--- src/rtl/stopclk_pkg.sv ---
package stopclk_pkg;

  typedef enum logic [1:0] {
    ST_RUN    = 2'd0,
    ST_ACKP   = 2'd1,
    ST_HALT   = 2'd2,
    ST_RESUME = 2'd3
  } pstate_t;

  function automatic int unsigned cnt_width(int unsigned n);
    return (n <= 2) ? 1 : $clog2(n);
  endfunction

  function automatic pstate_t next_state(pstate_t cur, logic req, logic hs, logic done);
    case (cur)
      ST_RUN:  return req ? ST_ACKP : ST_RUN;
      ST_ACKP: begin
        if (hs) return req ? ST_HALT : ST_RESUME;
        return ST_ACKP;
      end
      ST_HALT: return req ? ST_HALT : ST_RESUME;
      default: return done ? ST_RUN : ST_RESUME;
    endcase
  endfunction

  function automatic logic core_gated(pstate_t s);
    return s == ST_HALT;
  endfunction

endpackage

--- src/rtl/stopclk_sync.sv ---
module stopclk_sync #(
  parameter int   STAGES  = 2,
  parameter logic RST_VAL = 1'b1
) (
  input  logic clk,
  input  logic rst_n,
  input  logic async_in,
  output logic sync_out
);
  logic [STAGES-1:0] chain;

  initial begin
    depth_chk: assert (STAGES >= 2);
  end

  always_ff @(posedge clk or negedge rst_n) begin
    if (!rst_n) chain <= {STAGES{RST_VAL}};
    else        chain <= {chain[STAGES-2:0], async_in};
  end

  assign sync_out = chain[STAGES-1];
endmodule

--- src/rtl/stopclk_fsm.sv ---
module stopclk_fsm
  import stopclk_pkg::*;
#(
  parameter int RESUME_CYCLES = 4
) (
  input  logic    clk,
  input  logic    rst_n,
  input  logic    req_act,
  input  logic    ack_ready,
  output pstate_t state,
  output logic    ack_valid,
  output logic    hs_evt,
  output logic    resume_done
);
  localparam int CW = cnt_width(RESUME_CYCLES);
  localparam logic [CW-1:0] LOAD = CW'(RESUME_CYCLES - 1);

  pstate_t       nxt;
  logic [CW-1:0] cnt;

  assign ack_valid   = (state == ST_ACKP);
  assign hs_evt      = ack_valid && ack_ready;
  assign resume_done = (state == ST_RESUME) && (cnt == '0);
  assign nxt         = next_state(state, req_act, hs_evt, resume_done);

  always_ff @(posedge clk or negedge rst_n) begin
    if (!rst_n) begin
      state <= ST_RUN;
      cnt   <= '0;
    end else begin
      state <= nxt;
      if (state != ST_RESUME && nxt == ST_RESUME) cnt <= LOAD;
      else if (state == ST_RESUME && cnt != '0)   cnt <= cnt - 1'b1;
    end
  end


  ack_hold_chk: assert property (@(posedge clk) disable iff (!rst_n)
    ack_valid && !ack_ready |=> ack_valid);

  no_spurious_req_chk: assert property (@(posedge clk) disable iff (!rst_n)
    (state == ST_RUN) && !req_act |=> (state == ST_RUN));

  resume_exit_chk: assert property (@(posedge clk) disable iff (!rst_n)
    resume_done |=> (state == ST_RUN));

  early_release_chk: assert property (@(posedge clk) disable iff (!rst_n)
    hs_evt && !req_act |=> (state == ST_RESUME));

  resume_hold_chk: assert property (@(posedge clk) disable iff (!rst_n)
    (state == ST_RESUME) && !resume_done |=> (state == ST_RESUME));
endmodule

--- src/rtl/stopclk_en_drv.sv ---
module stopclk_en_drv
  import stopclk_pkg::*;
#(
  parameter int CORE_UNITS = 4
) (
  input  logic                  clk,
  input  logic                  rst_n,
  input  pstate_t               state,
  input  logic                  hs_evt,
  output logic [CORE_UNITS-1:0] core_clk_en,
  output logic                  bus_clk_en,
  output logic                  intc_clk_en,
  output logic                  snoop_irq_en,
  output logic                  resume_ind
);
  for (genvar u = 0; u < CORE_UNITS; u++) begin : g_unit
    assign core_clk_en[u] = !core_gated(state);
  end

  assign bus_clk_en   = 1'b1;
  assign intc_clk_en  = 1'b1;
  assign snoop_irq_en = (state == ST_HALT);
  assign resume_ind   = (state == ST_RESUME);


  gate_after_hs_chk: assert property (@(posedge clk) disable iff (!rst_n)
    $fell(core_clk_en[0]) |-> $past(hs_evt));

  snoop_gated_chk: assert property (@(posedge clk) disable iff (!rst_n)
    snoop_irq_en |-> (core_clk_en == '0));

  resume_ungated_chk: assert property (@(posedge clk) disable iff (!rst_n)
    $rose(resume_ind) |-> (&core_clk_en) && !snoop_irq_en);
endmodule

--- src/rtl/stopclk_ctrl.sv ---
module stopclk_ctrl
  import stopclk_pkg::*;
#(
  parameter int SYNC_STAGES   = 2,
  parameter int CORE_UNITS    = 4,
  parameter int RESUME_CYCLES = 4
) (
  input  logic                  clk,
  input  logic                  rst_n,
  input  logic                  stop_req_n,
  input  logic                  ack_ready,
  output logic                  ack_valid,
  output logic [CORE_UNITS-1:0] core_clk_en,
  output logic                  bus_clk_en,
  output logic                  intc_clk_en,
  output logic                  snoop_irq_en,
  output logic                  resume_ind,
  output logic [1:0]            state_o
);
  logic    req_n_sync;
  logic    req_act;
  pstate_t state;
  logic    hs_evt;
  logic    resume_done;

  stopclk_sync #(.STAGES(SYNC_STAGES), .RST_VAL(1'b1)) sync_i (
    .clk(clk), .rst_n(rst_n), .async_in(stop_req_n), .sync_out(req_n_sync));

  assign req_act = !req_n_sync;

  stopclk_fsm #(.RESUME_CYCLES(RESUME_CYCLES)) fsm_i (
    .clk(clk), .rst_n(rst_n), .req_act(req_act), .ack_ready(ack_ready),
    .state(state), .ack_valid(ack_valid), .hs_evt(hs_evt),
    .resume_done(resume_done));

  stopclk_en_drv #(.CORE_UNITS(CORE_UNITS)) en_i (
    .clk(clk), .rst_n(rst_n), .state(state), .hs_evt(hs_evt),
    .core_clk_en(core_clk_en), .bus_clk_en(bus_clk_en),
    .intc_clk_en(intc_clk_en), .snoop_irq_en(snoop_irq_en),
    .resume_ind(resume_ind));

  assign state_o = state;


  reset_run_chk: assert property (@(posedge clk)
    $rose(rst_n) |-> (state_o == 2'd0) && !ack_valid);

  side_en_chk: assert property (@(posedge clk) disable iff (!rst_n)
    snoop_irq_en |-> bus_clk_en && intc_clk_en);
endmodule

--- config.mk ---
export PLATFORM = sky130hd
export DESIGN_NAME = stopclk_ctrl
export DESIGN_NICKNAME = d
export VERILOG_FILES = /design/src/rtl/stopclk_pkg.sv /design/src/rtl/stopclk_sync.sv /design/src/rtl/stopclk_fsm.sv /design/src/rtl/stopclk_en_drv.sv /design/src/rtl/stopclk_ctrl.sv
export SDC_FILE = /design/constraint.sdc
export NUM_CORES = 1
export LEC_CHECK = 0
export ABC_AREA = 1
export BUFFER_PORTS_ARGS = -buffer_cell sky130_fd_sc_hd__buf_2
export CAP_MARGIN = 10
export CORE_AREA = 2 2 39 41
export DETAILED_ROUTE_END_ITERATION = 7
export DIE_AREA = 0 0 41 43
export PLACE_DENSITY = 0.49
export RECOVER_POWER = 100
export SETUP_SLACK_MARGIN = 0.2
export SLEW_MARGIN = 5
export SYNTH_ARGS = -nofsm -noshare
export SYNTH_HDL_FRONTEND = slang
export SYNTH_SLANG_ARGS = --single-unit
--- constraint.sdc ---
create_clock -name clk -period 2.1 [get_ports clk]
set_input_delay 0.105 -clock clk [delete_from_list [all_inputs] [get_ports clk]]
set_output_delay 0.105 -clock clk [all_outputs]
set_load 0.1 [all_outputs]
# Word level (Yosys, flattened, before mapping)
# Cells that the tools add are included.
# classes
add_sub_neg	1
mux	10
n_reduce_logical	9
eq_ne	5
# ops
operator	n
$mux 2	5
$eq 2x2->1 const B	3
$pmux 2 s3	1
$logic_and 1x1->1	4
$logic_not 2->1	2
$mux 1	4
$reduce_bool 2->1	2
$eq 2x1->1 const B	1
$ne 2x2->1 const B	1
$sub 2x1->2 const B	1
$logic_not 1->1	1
# word_totals
wordCells	28
regBits	6
input_bits	4

# Depth between registers and ports, before layout
# logic_depth
word_depth	9
ltp_mapped	9
mapped_depth_nobuf	9

# Modules after synthesis
# Synthesis repeated with hierarchy kept, for this count alone.
# unflattened
hier_cells	48
area_unflattened_um2	366.6
# modules_own_cells
module	cells_each	area_per_inst_um2	seq_area_each_um2	instances
stopclk_fsm	33	244.0	100.1	1
stopclk_en_drv	12	66.3	0.0	1
stopclk_sync	2	52.6	52.6	1
stopclk_ctrl	1	3.8	0.0	1

# Worst setup path after synthesis
# Ideal clock, no wire load.
# synth_timing
path_kind	register to output
from	register fsm_i.state[1]
to	output core_clk_en[1]
path_buffers	1
path_slack_ns	-0.843
arrival_ns	2.838
path_stages_with_launch	5
path_cell_list	dfrtp_1 inv_2 nor2_2 inv_2 buf_4
# synth_between
elab_chain_cells	2
# synth_lines
item	line	rtl
start, declared	stopclk_fsm.sv:10	output pstate_t state,
start signal, assigned	stopclk_fsm.sv:31	state <= nxt;
$eq 2x2->1	-	
named net snoop_irq_en	stopclk_ctrl.sv:16	output logic snoop_irq_en,
$logic_not 1->1	stopclk_en_drv.sv:17	assign core_clk_en[u] = !core_gated(state);
end, declared	stopclk_ctrl.sv:13	output logic [CORE_UNITS-1:0] core_clk_en,
# The timed path passes the listed nets, and every way through them passes these cells.

# Final worst setup path
# layout_timing
from	register fsm_i.state[1]
to	output state_o[1]
# layout_lines
item	line	rtl
end, declared	stopclk_ctrl.sv:18	output logic [1:0] state_o
# No word-level cell between the ends.

==> results.yml <==
status:
  status: "completed"
sta:
  max_freq_mhz: 596
  finalHoldViolCount: 0
  slew_viol_final: 0
  setup_ws_ns: 0.421
  rsz0062_at_grt: "no"
  worstMarginPinSlew_ns: 1.15
  fin_worst_skew_ns: 0.0106
  fin_tns_setup_ns: 0
  timing.final.crit_share_pct: 80.0
  setup_viol: 0
  min_period_ns: 1.68
  relSlewSlack_pct: 23.4
grt:
  antenna_found_initial: 0
  grt_overflow: 0
  grt_pass1_wl_mm: 1.00
  grt_pass1_vias: 247
  grt_max_degree: 7
  grt_use_total_pct: 8.81
cts:
  path_clk_slew_ns: 0.05
  cts_buffers: 3
  ctsResizeCount: 0
  clock-sinks: 6
  root_buffer: "clkbuf_4"
  clk_latency_ns: 0.25
  cts_tree: "built"
  cts_buffer_depth: 2
  h-tree-depth: 1
yosys:
  synthDistinctLibCells: 16
  muxShareOfSynthArea_pct: 0
  ys_top_cells_by_area: "dfrtp_1 29%, dfstp_2 15%, buf_4 11%"
  synth-seq-cells: 6
  seq_area_frac_synth_pct: 44.4
  synthAdderAreaFrac_pct: 3.64
  synth_top_area_share_pct: 29.1
  synth_simple_gate_area_share_pct: 26.2
  synth_top_family_by_area: "simple AND/OR/NAND/NOR gates"
  synth_compound_gate_area_share_pct: 1.45
  synth-xor-area-share_pct: 2.55
  syn_area_um2: 344
  synth_top_cell_by_area: "dfrtp_1"
  netlist_instances: 41
  syn_area_per_cell_um2: 8.39
  yosys_warnings: 0
detailed_routing:
  drc: 0
  totalWireLength_um: 580
  drt_iter0_markers: 1
  dr.pass1.iters: 2
  post_drt_wl_per_cell_um: 8.17
  ant_nets: 0
  num_vias: 262
  vias_per_cell: 3.69
die:
  core_um2: 1380
  dieArea_um2: 1760
  ios: 15
  die_width_um: 41
  start_util_pct: 24.9
  fp-row-count: 14
  die_h_um: 43
placed_design:
  dp_slack_ns: 0.868
  place.gp.congestion: 0.679
  numPortBuffers: 12
  dpl.hpwl_um: 429
  dp.cells: 65
worst_setup_path:
  r2r_cells: 9
  path_class: "reg2out"
  r2r-start: "fsm_i.cnt[0]"
  startpoint_type: "register"
  slowest_delay_ns: 0.87
  crit_path_end_kind: "output pin"
  cp_max_fo: 6
  cp.depth: 1
  worstPathCellList: "clkbuf_1"
  crit_buf_inv: 1
  required_ns: 2.00
  r2r_slack_ns: 0.87
  path_delay_family: "buffers and inverters"
  slowest_stage: "clkbuf_1"
  timing.rr.end: "fsm_i.cnt[1]"
  cp.arrival_ns: 1.57
finish:
  stdcell_count: 71
  nets: 61
  n_fill_cell: 148
  final_util_pct: 32.4
  drive_gt1_share_pct: 40.0
  area_delta_synth_final_pct: 30.2
  final_cell_mix: "8 x nand2_1, 6 x inv_1, 6 x clkbuf_2"
  final_common_cell: "nand2_1"
  diodes: 0
run:
  cap_violations: 0
min_path:
  min-delay-start: "ack_ready"
  min_path_cells: 3
  hold_end: "fsm_i.state[1]"
  min_path_type: "in2reg"
[kinds of logic after synthesis]
kind of cell	Yosys count
other	1
buffers and inverters	14
AOI/OAI and AO/OA	1
adders and majority gates	1
DFF	6
and+or+nand+nor	17
xor gates and xnor gates	1
[repair_timing]
| action | in CTS | in global routing |
|---|---|---|
| hold buffers | 2 | 0 |
| endpoints found under the hold margin | 7 | 0 |
| buffers inserted | 0 | 0 |
[worst register-to-register path: stages (launching register included)]
cell and delay [ns]:
dfrtp_1 0.38, inv_1 0.06, ha_1 0.13, inv_1 0.04
nand3_1 0.16, nand2_1 0.07, inv_1 0.09, nand2_4 0.05
nand2_1 0.07, nand2_1 0.06
[synthesized netlist by cell type, drive strengths merged]
master and number:
nor2 3, inv 9, nand3 5, buf 5, xor2 1, a21oi 1, nand2 9, dfrtp 4
ha 1, dfstp 2, conb 1
[layer usage]
| metal | up-vias | GRT usage, % | part of all wire [%] |
|---|---|---|---|
| met5 | - | 0 | 0 |
| met4 | 0 | 6.00 | 0 |
| met3 | 0 | 3.14 | 7.2 |
| met2 | 10 | 12.2 | 44 |
| met1 | 110 | 10.9 | 49 |
| li1 | 142 | - | - |
[sequential cells by signal, indices dropped and copies added (netlist names)]
name,count
sync_i.chain,2
fsm_i.cnt,2
fsm_i.state,2
[through the flow]
stage	hold slack, ns	cell area [µm²]
after CTS	0.105	459
after global placement	-0.0634	413
after global routing	0.145	448
after detailed placement	-0.0629	413
final	0.120	448
after floorplan	-0.191	370
[final cells by class]
class / instances / area [µm²] / area share (%)
clock buffer: 4 / 26.3 / 5.87
inverter: 9 / 41.3 / 9.22
multi-input combinational: 22 / 126 / 28.2
sequential: 6 / 158 / 35.2
tap: 16 / 20.0 / 4.47
timing repair buffer: 14 / 76.3 / 17.0
[worst max-delay path by stage]
stage	startpoint	end	slack (ns)
floorplan	fsm_i.state[1]	core_clk_en[1]	0.20
global placement	fsm_i.state[1]	snoop_irq_en	0.88
detailed placement	fsm_i.state[1]	snoop_irq_en	0.87
CTS	fsm_i.state[1]	snoop_irq_en	0.59
global route	fsm_i.state[1]	state_o[1]	0.37
finish	fsm_i.state[1]	state_o[1]	0.42
Power is not shown: default switching activity piles up to over one toggle a cycle in this logic, so the estimate is an artifact.
